$ cat src/rtl/rxsd_pkg.sv
package rxsd_pkg;

    localparam int SYM_W    = 5;
    localparam int NIB_W    = 4;
    localparam int SCR_W    = 17;
    localparam int TAP_NEAR = 13;
    localparam int TAP_FAR  = 16;

    typedef logic [SYM_W-1:0] sym_t;
    typedef logic [NIB_W-1:0] nib_t;
    typedef logic [SCR_W-1:0] scr_t;

    // result of the reverse code lookup
    typedef struct packed {
        logic bad;
        nib_t nib;
    } look_t;

    // reverse 4B/5B table; unmapped codes flag bad and yield 0000
    function automatic look_t sym_to_nib(input sym_t code);
        look_t r;
        r.bad = 1'b0;
        unique case (code)
            5'b11110: r.nib = 4'h0;
            5'b01001: r.nib = 4'h1;
            5'b10100: r.nib = 4'h2;
            5'b10101: r.nib = 4'h3;
            5'b01010: r.nib = 4'h4;
            5'b01011: r.nib = 4'h5;
            5'b01110: r.nib = 4'h6;
            5'b01111: r.nib = 4'h7;
            5'b10010: r.nib = 4'h8;
            5'b10011: r.nib = 4'h9;
            5'b10110: r.nib = 4'hA;
            5'b10111: r.nib = 4'hB;
            5'b11010: r.nib = 4'hC;
            5'b11011: r.nib = 4'hD;
            5'b11100: r.nib = 4'hE;
            5'b11101: r.nib = 4'hF;
            default: begin
                r.nib = '0;
                r.bad = 1'b1;
            end
        endcase
        return r;
    endfunction

endpackage

$ cat src/rtl/rxsd_lookup.sv
module rxsd_lookup
    import rxsd_pkg::*;
(
    input  sym_t  code,
    output look_t res
);

    always_comb begin
        res = sym_to_nib(code);
    end

endmodule

$ cat src/rtl/rxsd_descrambler.sv
module rxsd_descrambler
    import rxsd_pkg::*;
#(
    parameter scr_t SEED = 17'h1ACE5
) (
    input  logic clk,
    input  logic rst,
    input  logic adv,
    input  nib_t din,
    output nib_t dout
);

    scr_t state;
    scr_t chain [NIB_W+1];

    assign chain[0] = state;

    // unrolled bit-serial chain, bit 0 first
    for (genvar i = 0; i < NIB_W; i++) begin : g_bit
        assign dout[i]     = din[i] ^ chain[i][TAP_NEAR] ^ chain[i][TAP_FAR];
        assign chain[i+1]  = {chain[i][SCR_W-2:0], din[i]};
    end

    always_ff @(posedge clk) begin
        if (rst) begin
            state <= SEED;
        end else if (adv) begin
            state <= chain[NIB_W];
        end
    end

    // after a step the newest four bits are the inputs in reverse arrival order
    a_r6_shift_in: assert property (@(posedge clk) disable iff (rst)
        adv |=> (state[3:0] == {$past(din[0]), $past(din[1]), $past(din[2]), $past(din[3])}));

    // older bits move up by one nibble
    a_r6_shift_up: assert property (@(posedge clk) disable iff (rst)
        adv |=> (state[SCR_W-1:NIB_W] == $past(state[SCR_W-1-NIB_W:0])));

    // no strobe, no state change
    a_r2_state_hold: assert property (@(posedge clk) disable iff (rst)
        !adv |=> $stable(state));

endmodule

$ cat src/rtl/rx_symbol_descrambler.sv
module rx_symbol_descrambler
    import rxsd_pkg::*;
#(
    parameter logic [16:0] SEED = 17'h1ACE5
) (
    input  logic       clk,
    input  logic       rst,
    input  logic       sym_stb,
    input  logic [4:0] sym_code,
    output logic [3:0] rxd,
    output logic       rx_er
);

    look_t lk;
    nib_t  plain;

    rxsd_lookup u_lookup (
        .code (sym_code),
        .res  (lk)
    );

    rxsd_descrambler #(.SEED(SEED)) u_descr (
        .clk  (clk),
        .rst  (rst),
        .adv  (sym_stb),
        .din  (lk.nib),
        .dout (plain)
    );

    always_ff @(posedge clk) begin
        if (rst) begin
            rxd   <= '0;
            rx_er <= 1'b0;
        end else if (sym_stb) begin
            rxd   <= lk.bad ? '0 : plain;
            rx_er <= lk.bad;
        end
    end

    // outputs move only after a strobe
    a_r2_hold: assert property (@(posedge clk) disable iff (rst)
        !sym_stb |=> ($stable(rxd) && $stable(rx_er)));

    // error flag follows the lookup verdict of the strobed symbol
    a_r4_flag: assert property (@(posedge clk) disable iff (rst)
        sym_stb |=> (rx_er == $past(lk.bad)));

    // a raised flag survives until the next strobe
    a_r5_sticky: assert property (@(posedge clk) disable iff (rst)
        (rx_er && !sym_stb) |=> rx_er);

    // invalid symbol yields a zero nibble
    a_r8_zero: assert property (@(posedge clk) disable iff (rst)
        (sym_stb && lk.bad) |=> (rxd == 4'h0));

endmodule

$ cat config.mk
export PLATFORM = sky130hd
export DESIGN_NAME = rx_symbol_descrambler
export DESIGN_NICKNAME = d
export VERILOG_FILES = /design/src/rtl/rxsd_pkg.sv /design/src/rtl/rxsd_lookup.sv /design/src/rtl/rxsd_descrambler.sv /design/src/rtl/rx_symbol_descrambler.sv
export SDC_FILE = /design/constraint.sdc
export NUM_CORES = 1
export LEC_CHECK = 0
export BUFFER_PORTS_ARGS = -buffer_cell sky130_fd_sc_hd__buf_2
export CAP_MARGIN = 20
export CORE_ASPECT_RATIO = 1.1
export CORE_UTILIZATION = 50
export DETAILED_ROUTE_END_ITERATION = 8
export PLACE_DENSITY = 0.78
export SYNTH_ARGS = -nofsm -noshare
export SYNTH_HDL_FRONTEND = slang
export SYNTH_SLANG_ARGS = --single-unit
$ cat constraint.sdc
create_clock -name clk -period 1.15 [get_ports clk]
set_input_delay 0.23 -clock clk [delete_from_list [all_inputs] [get_ports clk]]
set_output_delay 0.23 -clock clk [all_outputs]
set_load 0.005 [all_outputs]
==> summary.md, run 1 <==
| Metric | Value |
|---|---|
| Critical path arrival | 1.25 ns |
| Fmax | 966.9 MHz |
| Routed vias/inst | 5.296 |
| Share of cells above drive strength 1 | 26.24% |
| Cell count of the worst reg-to-reg path | 3 |
| Total track usage | 20.55% |
| Die area | 0.002418 mm^2 |
| Largest net degree at the start of global routing | 15 |
| Clk buf depth | 2 |
| Critical Path Sink Type | register |
| Root buf cell | clkbuf_4 |
| Post-CTS Setup Bufs | 0 |
| CP Launch Point | u_descr.state[13] |
| RSZ-0062 raised after global routing | false |
| Most frequent cells in the layout | 20 x dfxtp_1, 16 x mux2i_1, 14 x nand2_1, 12 x buf_2, 11 x buf_4 |
| Chip height | 51.47 um |
| Worst IR Drop VDD | 0.8201 mV |
| Cell area after layout | 0.001274 mm^2 |
| Synthesized net count | 130 |
| Gp weighted congestion | 0.8124 |
| Worst-Margin Slew | 0.3727 ns |
| DRC Markers | 0 |
| Max-cap violations | 0 |
| Crit path time final | 1.034 ns |
| Die Wd | 46.97 um |
| DR vias | 895 |
| Worst R2R End | rxd[0] |
| Outcome | completed |
| Initial antenna violation count | 0 |
| First-pass GRT wire length | 3477 um |
| Worst Hold End | u_descr.state[12] |
| Sequential area share after synthesis | 39.60% |
| Total Wirelength | 2142 um |
| Final Cycle Share | 89.93% |
| Critical Path, Cell by Cell | xor2_1 -> a21oi_1 -> o41ai_2 |
| Pre-CTS setup slack | -0.1115 ns |
| Final setup violation count | 0 |
| CTS Sinks | 22 |
| Crit start category | register |
| ANT nets after route | 0 |
| Antenna diodes | 0 |
| Crit path depth | 3 |
| Max-slew violations | 0 |
| Drt first pass iters | 4 |
| CTS Hold Bufs | 0 |
| I/O Pins | 13 |
| Final hold vios | 0 |
| Vias in the first global route | 840 |
| Normalized max-slew margin | 75.13% |
| R2R setup slack | 0.12 ns |
| Post-DP Area | 0.001249 mm^2 |
| Crit path buffers/inverters | 0 |
| Drt initial violations | 20 |
| Total power per unit cell area | 1144 mW/mm^2 |
| Synth-to-layout area growth | 14.51% |
| Cts bufs inserted | 3 |
| LEAKAGE | 0.6279 nW |
| Worst-path maximum fanout | 3 |
| Post-CTS sizing | 0 |
| Critical-path top delay cell | dfxtp_2 |
| Avg WL per Cell | 12.67 um |
| Yosys reg bits | 22 |
| Top delay family on crit path | flip-flops |
| Rows | 17 |
| Yosys Warn Count | 0 |
| H-Tree Depth | 1 |
| CTS tree | built |
| Port buffer count | 12 |
| Worst r2r src | u_descr.state[13] |
| Nets | 151 |
| Hold slack | 0.2830 ns |
| Final WS setup | 0.1158 ns |
| Crit Path Class | register to register |
| Post-Syn Area | 0.001112 mm^2 |
| Dpl hpwl | 1625 um |
| Hold Path Cell Cnt | 3 |
| Core area | 0.002042 mm^2 |
| Hold_sp | rst |
| CP max stage delay | 0.38 ns |
| Mapped Cells | 122 |
| Syn_area_per_cell | 9.117 um^2 |
| Initial Utilization | 54.47% |
| CP required | 1.37 ns |
| Commonest non-fill, non-tap cell in the layout | dfxtp_1 |
| Clk slew on worst S/H paths | 0.10 ns |
| Netlist cell types | 30 |
| Clk_skew | 0.0007957 ns |
| Min-delay worst type | primary input to register |
| Skew-Pair Late Insertion Delay | 0.30 ns |
| GR Overflow Total | 0 |
registers in the layout, summed over array words and instances (netlist names):
signal	cells
rx_er	1
rxd	4
u_descr.state	17
worst reg2reg max path, delay by kind of cell, from the launching register on:
| kind | cells | cell delay, ns |
|---|---|---|
| compound gates | 2 | 0.35 |
| xor+xnor | 1 | 0.22 |
| flops | 1 | 0.38 |
where the power goes:
part / switching [W] / internal, W / total (W)
clock: 0.000209 / 0.000122 / 0.000331
sequential: 0.0000274 / 0.000810 / 0.000838
combinational: 0.000148 / 0.000140 / 0.000288
total: 0.000384 / 0.00107 / 0.00146
cell type report:
| type | instances | area, um^2 |
|---|---|---|
| Multi-Input combinational cell | 88 | 611.8 |
| Sequential cell | 22 | 442.9 |
| Inverter | 5 | 18.77 |
| Tap cell | 28 | 35.03 |
| Clock buffer | 3 | 22.52 |
| Fill cell | 181 | 768.2 |
| Timing Repair Buffer | 23 | 142.6 |
cell families (layout without fill, tap and decap cells):
family / Yosys count / count (layout) / share of synthesized area (%)
AO/OA/AOI/OAI: 24 / 24 / 16.20
XOR/XNOR: 4 / 4 / 3.149
buffers and inverters: 12 / 31 / 5.400
flip-flops: 22 / 22 / 39.59
multiplexers: 16 / 16 / 14.40
AND/OR/NAND/NOR: 44 / 44 / 21.26
synthesized netlist by cell type:
cell type,count,area [um^2]
xor2_1,4,35.03
o21ai_1,5,25.02
inv_1,5,18.77
a21oi_1,4,20.02
o211a_1,1,10.01
o21ai_2,2,17.52
buf_2,3,15.01
o21ai_0,2,10.01
buf_4,1,7.510
nand2b_4,1,13.76
nor2_1,9,33.78
o41ai_2,1,16.27
o211ai_1,1,7.510
a21boi_0,3,22.52
o22ai_1,3,18.77
mux2i_1,16,160.2
and3b_1,1,8.760
nor3_1,3,15.01
and3b_2,2,20.02
nand3_1,1,5.000
and3_4,1,11.26
and2_1,2,12.51
nand2_1,14,52.55
dfxtp_1,22,440.4
a21oi_4,2,32.53
buf_6,1,11.26
nand2b_1,8,50.05
clkbuf_1,2,7.510
and3_1,1,6.260
nand3b_1,1,7.510
routing by layer:
layer | vias to the layer above | GRT usage, % | share of wire, %
met5 | - | 0 | 0
met4 | 0 | 13.81 | 3.5
met3 | 9 | 3.887 | 3.4
met2 | 17 | 33.10 | 48
met1 | 412 | 23.68 | 46
li1 | 457 | - | -
worst max-delay path by stage:
stage                  end  slack, ns
finish              rxd[0]       0.12
global placement    rxd[0]      -0.04
floorplan           rxd[0]       0.05
global route        rxd[1]       0.03
detailed placement  rxd[0]      -0.11
CTS                 rxd[0]       0.07
stage by stage:
stage | TNS, ns | power [W] | std cells | util [%]
4_1_cts | 0 | 0.001474 | 169 | 62.25
3_5_place_dp | -0.2746 | 0.001142 | 166 | 61.15
5_1_grt | 0 | 0.001541 | 169 | 62.38
3_3_place_gp | -0.05708 | 0.001128 | 166 | 61.15
6_report | 0 | 0.001457 | 169 | 62.38
2_1_floorplan | 0 | 0.001047 | 122 | -
Power figures use the tool's default switching activity.
==> inputs of run 2 (changes only) <==
==> constraint.sdc (replaced) <==
create_clock -name clk -period 1.15 [get_ports clk]
set_input_delay 0.0575 -clock clk [delete_from_list [all_inputs] [get_ports clk]]
set_output_delay 0.0575 -clock clk [all_outputs]
set_load 0.005 [all_outputs]
==> run 2 against run 1 <==
Highest routed layer unchanged. Maximum frequency rose by 3.8%. Largest power group unchanged. Via count down 4.2%. Critical path depth is the same. Clock skew up 0.0036 ns. Core utilization shrank 3.0 points. Combinational power is 9.7% lower. Die area unchanged. Cell count fell by 4.7%. Sequential share of layout area rose by 1.7 points. Global-route usage fell by 1.5 points.
==> summary.md, run 2 (synthesis gave the netlist of run 1 again) <==
| Metric | Value |
|---|---|
| Most frequent cells in the layout | 21 x dfxtp_1, 16 x mux2i_1, 14 x nand2_1, 12 x buf_2, 9 x nor2_1 |
| GR Overflow Total | 0 (unchanged) |
| Top delay family on crit path | flip-flops |
| Dpl hpwl | 1454 um (-11%) |
| Vias in the first global route | 782 (-6.9%) |
| CP required | 1.37 ns (about the same) |
| Final setup violation count | 0 (unchanged) |
| Avg WL per Cell | 12.17 um (-3.9%) |
| Post-DP Area | 0.001189 mm^2 (-4.8%) |
| CTS tree | built |
| CP max stage delay | 0.37 ns (about the same) |
| Die area | 0.002418 mm^2 (unchanged) |
| Port buffer count | 12 (unchanged) |
| DRC Markers | 0 (unchanged) |
| Critical Path Sink Type | register |
| Critical-path top delay cell | dfxtp_2 |
| Critical Path, Cell by Cell | xor2_1 -> a21oi_1 -> o41ai_2 |
| CTS Sinks | 22 (unchanged) |
| Root buf cell | clkbuf_4 |
| Post-CTS Setup Bufs | 0 (unchanged) |
| Initial Utilization | 54.47% (unchanged) |
| Worst IR Drop VDD | 0.8628 mV (+5.2%) |
| Crit path time final | 0.9968 ns (-0.03742 ns) |
| Sequential cell area | 441.7 um^2 (-0.28%) |
| Fillers | 191 (+5.5%) |
| Outcome | completed |
| Setup TNS | 0 ns (unchanged) |
| Max-cap violations | 0 (unchanged) |
| First-pass GRT wire length | 3291 um (-5.3%) |
| RSZ-0062 raised after global routing | false |
| Top Registers | u_descr.state: 17 flops, rxd: 4 flops, rx_er: 1 flops |
| Max reg flops | 17 (unchanged) |
| Routed vias/inst | 5.323 (+0.51%) |
| Worst-path maximum fanout | 3 (unchanged) |
| Rows | 17 (unchanged) |
| ANT nets after route | 0 (unchanged) |
| Chip height | 51.47 um (unchanged) |
| Total track usage | 19.04% (-1.5 points) |
| LEAKAGE | 0.5889 nW (-6.2%) |
| Critical path arrival | 1.22 ns (-0.03 ns) |
| Total power per unit cell area | 1180 mW/mm^2 (+3.2%) |
| Final Cycle Share | 86.68% (-3.3 points) |
| Share of cells above drive strength 1 | 21.05% (-5.2 points) |
| Crit Path Class | register to register |
| DR vias | 857 (-4.2%) |
| Max-slew violations | 0 (unchanged) |
| Commonest non-fill, non-tap cell in the layout | dfxtp_1 |
| Drt first pass iters | 4 (unchanged) |
| Cell area after layout | 0.001212 mm^2 (-4.8%) |
| Normalized max-slew margin | 74.77% (-0.36 points) |
| Skew-Pair Late Insertion Delay | 0.30 ns (about the same) |
| Area of the multi-input gates | 611.8 um^2 (unchanged) |
| Largest net degree at the start of global routing | 16 (+1) |
| Drt initial violations | 6 (-70%) |
| Initial antenna violation count | 0 (unchanged) |
| Fmax | 1003 MHz (+3.8%) |
| Top reg by flops | u_descr.state |
| Nets | 143 (-5.3%) |
| Total Wirelength | 1960 um (-8.5%) |
| Antenna diodes | 0 (unchanged) |
| CTS Hold Bufs | 0 (unchanged) |
| Final Core Density | 59.38% (-3.0 points) |
| Post-CTS sizing | 0 (unchanged) |
| Gp weighted congestion | 0.8004 (-1.5%) |
| Clk slew on worst S/H paths | 0.11 ns (about the same) |
| Worst-Margin Slew | 0.3780 ns (+0.005321 ns) |
| Clk buf depth | 2 (unchanged) |
| Crit path buffers/inverters | 0 (unchanged) |
| Die Wd | 46.97 um (unchanged) |
| Min-delay worst type | primary input to register |
| H-Tree Depth | 1 (unchanged) |
| Clk_skew | 0.004406 ns (+0.003611 ns) |
| Crit start category | register |
| Synth-to-layout area growth | 8.999% |
| Core area | 0.002042 mm^2 (unchanged) |
| Cts bufs inserted | 3 (unchanged) |
| Final hold vios | 0 (unchanged) |
| I/O Pins | 13 (unchanged) |
[run 2: cell count changes in the layout (fill, tap and decap cells not counted), sizes merged]
cell / previous run / this run
buf: 23 / 15
[run 2: worst paths after layout]
check	startpoint	endpoint	slack (ns)	depth (start not counted)
setup / recovery	u_descr.state[13]	rxd[0]	0.15	3
hold / removal	rst	u_descr.state[1]	0.12	3
setup reg to reg	u_descr.state[13]	rxd[0]	0.15	3
hold reg to reg	u_descr.state[3]	u_descr.state[3]	0.48	2
[run 2: tightest hold or removal path, stage by stage]
cell	delay, ns
buf_2	0.09
buf_4	0.18
a21oi_1	0.05
[run 2: metal layers]
layer	GRT usage, %	wire, um
met1	24.28	959
met2	29.40	890
met3	2.827	66
met4	11.43	43
met5	0	0
[run 2: where the power goes]
part / internal [W] / switching, W
registers: 0.000810 / 0.0000277
logic: 0.000121 / 0.000139
clock network: 0.000122 / 0.000211
[run 2: stage by stage]
step | power (W) | worst slack, ns | cells | hold WS, ns
2_1_floorplan | 0.001047 | 0.2206 | 122 | 0.1565
3_3_place_gp | 0.001103 | 0.09926 | 158 | 0.4350
3_5_place_dp | 0.001113 | 0.05919 | 158 | 0.4451
4_1_cts | 0.001445 | 0.08764 | 161 | 0.1110
5_1_grt | 0.001502 | 0.01456 | 161 | 0.1355
6_report | 0.001431 | 0.1532 | 161 | 0.1198
[run 2: final cells by class]
| class | count | share of cell area [%] |
|---|---|---|
| clock buffer | 3 | 1.858 |
| tap | 28 | 2.890 |
| sequential | 22 | 36.43 |
| timing repair buffer | 15 | 6.811 |
| multi-input combinational | 88 | 50.46 |
| inverter | 5 | 1.548 |
==> inputs of run 3 (changes only) <==
--- a/config.mk
+++ b/config.mk
@@ -5,12 +5,14 @@
 export SDC_FILE = /design/constraint.sdc
 export NUM_CORES = 1
 export LEC_CHECK = 0
+export ABC_AREA = 1
 export BUFFER_PORTS_ARGS = -buffer_cell sky130_fd_sc_hd__buf_2
 export CAP_MARGIN = 20
 export CORE_ASPECT_RATIO = 1.1
-export CORE_UTILIZATION = 50
+export CORE_UTILIZATION = 59
 export DETAILED_ROUTE_END_ITERATION = 8
-export PLACE_DENSITY = 0.78
+export HOLD_SLACK_MARGIN = 0.02
+export PLACE_DENSITY = 0.86
 export SYNTH_ARGS = -nofsm -noshare
 export SYNTH_HDL_FRONTEND = slang
 export SYNTH_SLANG_ARGS = --single-unit
==> constraint.sdc (replaced) <==
create_clock -name clk -period 1.3 [get_ports clk]
set_input_delay 0.065 -clock clk [delete_from_list [all_inputs] [get_ports clk]]
set_output_delay 0.065 -clock clk [all_outputs]
set_load 0.005 [all_outputs]
==> run 3 against run 2 <==
Core utilization grew 14 points. Critical endpoint is now rxd[1]. Hold slack got worse by 0.036 ns. Clock skew up 0.0019 ns. Setup slack improved by 0.031 ns. Largest power group unchanged. Count of clock-buffer cells in the layout is the same. Synthesized area shrank 7.2%. Cell count rose by 11%. Combinational power is 10% lower. Flip-flop and latch count stayed put. Critical path depth grew 3. Total power grew 5.8%. First-iteration DRC count grew to 5.3 times the previous value.
==> summary.md, run 3 <==
| Metric | Value |
|---|---|
| Most frequent cells in the layout | 41 x nand2_1, 22 x dfxtp_1, 19 x nand3_1, 14 x inv_1 |
| CTS Sinks | 22 (unchanged) |
| Cell count of the worst reg-to-reg path | 6 (+3) |
| Critical path arrival | 1.37 ns (+0.15 ns) |
| Max-slew violations | 0 (unchanged) |
| Routed vias/inst | 5.419 (+1.8%) |
| Commonest cells post-synth | 41 x nand2_1, 22 x dfxtp_1, 19 x nand3_1, 15 x inv_1, 12 x nor2_1 |
| CTS tree | built |
| Crit start category | register |
| Worst r2r src | u_descr.state[12] |
| Yosys Warn Count | 0 (unchanged) |
| Most frequently used cell type in the post-synthesis netlist | nand2_1 |
| GR Overflow Total | 0 (unchanged) |
| Top reg by flops | u_descr.state |
| Mapped Cells | 149 (+22%) |
| XOR/XNOR Fraction of Synth Area | 2.545% (-0.60 points) |
| Drt initial violations | 32 (+26) |
| Share of cells above drive strength 1 | 16.05% (-5.0 points) |
| Netlist cell types | 20 (-33%) |
| Hold_sp | sym_code[2] |
| Nets | 171 (+20%) |
| Yosys reg bits | 22 (unchanged) |
| Clk buf depth | 2 (unchanged) |
| Mux cell area share after synthesis | 0% (-14 points) |
| Outcome | completed |
| Initial Utilization | 64.71% (+10 points) |
| DRC Markers | 0 (unchanged) |
| Die area | 0.001921 mm^2 (-21%) |
| Drt first pass iters | 4 (unchanged) |
| CP required | 1.56 ns (+0.19 ns) |
| Synthesized net count | 157 (+21%) |
| Worst-path maximum fanout | 3 (unchanged) |
| Chip height | 45.87 um (-11%) |
| Worst Hold End | u_descr.state[2] |
| Post-Syn Area | 0.001032 mm^2 (-7.2%) |
| Antenna diodes | 0 (unchanged) |
| Post-synthesis simple-gate area fraction | 33.82% (+13 points) |
| Skew-Pair Late Insertion Delay | 0.32 ns (+0.02 ns) |
| Post-synth top flop | dfxtp_1 |
| Initial antenna violation count | 0 (unchanged) |
| Die Wd | 41.88 um (-11%) |
| Largest net degree at the start of global routing | 23 (+7) |
| Syn_area_per_cell | 6.928 um^2 (-24%) |
| CP Launch Point | u_descr.state[12] |
| Top Registers | u_descr.state: 17 flops, rxd: 4 flops, rx_er: 1 flops |
| Clk slew on worst S/H paths | 0.12 ns (about the same) |
| Final hold vios | 0 (unchanged) |
| Fillers | 121 (-37%) |
| Final setup violation count | 0 (unchanged) |
| Cts bufs inserted | 3 (unchanged) |
| Area fraction in compound gates after synthesis | 12.61% (-3.6 points) |
| Dominant cell type by area after synthesis | dfxtp_1 |
| Hold Path Cell Cnt | 3 (unchanged) |
| LEAKAGE | 0.5894 nW (about the same) |
| Max reg flops | 17 (unchanged) |
| R2R setup slack | 0.18 ns (+0.03 ns) |
| Yosys top cell area share | 42.67% (+3.1 points) |
| Total Wirelength | 2189 um (+12%) |
| Min-delay worst type | primary input to register |
| Worst R2R End | rxd[1] |
| Gp weighted congestion | 0.8143 (+1.7%) |
| Adder-cell share of the synthesized area | 0% (unchanged) |
| Total power per unit cell area | 1296 mW/mm^2 (+9.8%) |
| Top cells by area, synth | dfxtp_1 43%, nand2_1 15%, nand3_1 9.2% |
| Vias in the first global route | 851 (+8.8%) |
| Root buf cell | clkbuf_4 |
| Setup TNS | 0 ns (unchanged) |
| I/O Pins | 13 (unchanged) |
| Rows | 15 (-2) |
| DR vias | 970 (+13%) |
| Worst IR Drop VDD | 0.6582 mV (-24%) |
| Synth-to-layout area growth | 13.21% |
| Final Cycle Share | 85.83% (-0.85 points) |
| ANT nets after route | 0 (unchanged) |
| Asr flop ratio synth | 0% (unchanged) |
| Max-cap violations | 0 (unchanged) |
| Largest family of logic cells by synthesized area | simple AND/OR/NAND/NOR gates |
| First-pass GRT wire length | 3588 um (+9.0%) |
| Clk_skew | 0.006333 ns (+0.001927 ns) |
| RSZ-0062 raised after global routing | false |
| Total track usage | 25.96% (+6.9 points) |
| Port buffer count | 12 (unchanged) |
| Crit path time final | 1.116 ns (+0.1190 ns) |
| Normalized max-slew margin | 86.40% (+12 points) |
| Worst-Margin Slew | 0.2018 ns (-0.1762 ns) |
| Avg WL per Cell | 12.23 um (+0.45%) |
| Commonest non-fill, non-tap cell in the layout | nand2_1 |
| Overall Power | 0.001514 W (+5.8%) |
| H-Tree Depth | 1 (unchanged) |
| EDFF count, synth | 0 (unchanged) |
| Fmax | 896.3 MHz (-11%) |
| Dpl hpwl | 1617 um (+11%) |
| Core area | 0.001595 mm^2 (-22%) |
| Crit Path Class | register to register |
| Critical Path Sink Type | register |
| Sequential area share after synthesis | 42.67% (+3.1 points) |
==> run 3: through the flow <==
step           setup slack [ns]  instance area [um^2]  std cells  utilization, %  hold WS (ns)
2_1_floorplan            0.3550                  1032        149               -        0.2334
3_3_place_gp             0.2436                  1102        174           69.10        0.3339
5_1_grt                  0.1144                  1169        179           73.25        0.1177
3_5_place_dp             0.1991                  1102        174           69.10        0.3342
6_report                 0.1843                  1169        179           73.25       0.08363
4_1_cts                  0.1165                  1165        179           73.02       0.08296
==> run 3: cell type report <==
| class | instances | area [um^2] | area share (%) |
|---|---|---|---|
| Clock buffer | 3 | 22.52 | 1.927 |
| Timing Repair Buffer | 15 | 85.08 | 7.281 |
| Sequential cell | 22 | 440.4 | 37.69 |
| Multi-Input combinational cell | 105 | 505.5 | 43.25 |
| Tap cell | 17 | 21.27 | 1.820 |
| Inverter | 16 | 63.81 | 5.460 |
| Clock inverter | 1 | 30.03 | 2.570 |
==> run 3: cell families after synthesis <==
family,Yosys count
flip-flops,22
AND/OR/NAND/NOR,78
AO/OA/AOI/OAI,24
buffers and inverters,22
XOR/XNOR,3
==> run 3: worst max path at each step <==
stage                                   to  depth (start not counted)
after floorplan                     rxd[1]                          6
after global placement              rxd[1]                          6
after detailed placement            rxd[1]                          6
after CTS                 u_descr.state[1]                          5
after global routing                rxd[1]                          6
final                               rxd[1]                          6
==> run 3: power by group <==
part           switching (W)  internal [W]
clock               0.000217      0.000312
sequential         0.0000285      0.000724
combinational       0.000143     0.0000899
==> run 3: what timing repair did <==
item,in CTS,in global routing
resized for setup,0,1
hold buffers,1,0
endpoints found under the setup margin,0,1
hold endpoints to repair,4,0
setup buffers,0,0
==> run 3: layer usage <==
layer / part of all wire [%] / GRT usage (%) / up-vias
met5: 0 / 0 / -
li1: - / - / 506
met4: 3.3 / 14.19 / 0
met2: 49 / 46.56 / 28
met3: 3.9 / 4.762 / 9
met1: 43 / 29.58 / 427
==> run 3: worst max-delay path, stage by stage (launching register included) <==
cell and delay, ns:
dfxtp_1 0.38, xor2_1 0.22, inv_1 0.06, nand2_1 0.06, nand2_1 0.04, nand3b_1 0.16
a21oi_1 0.13
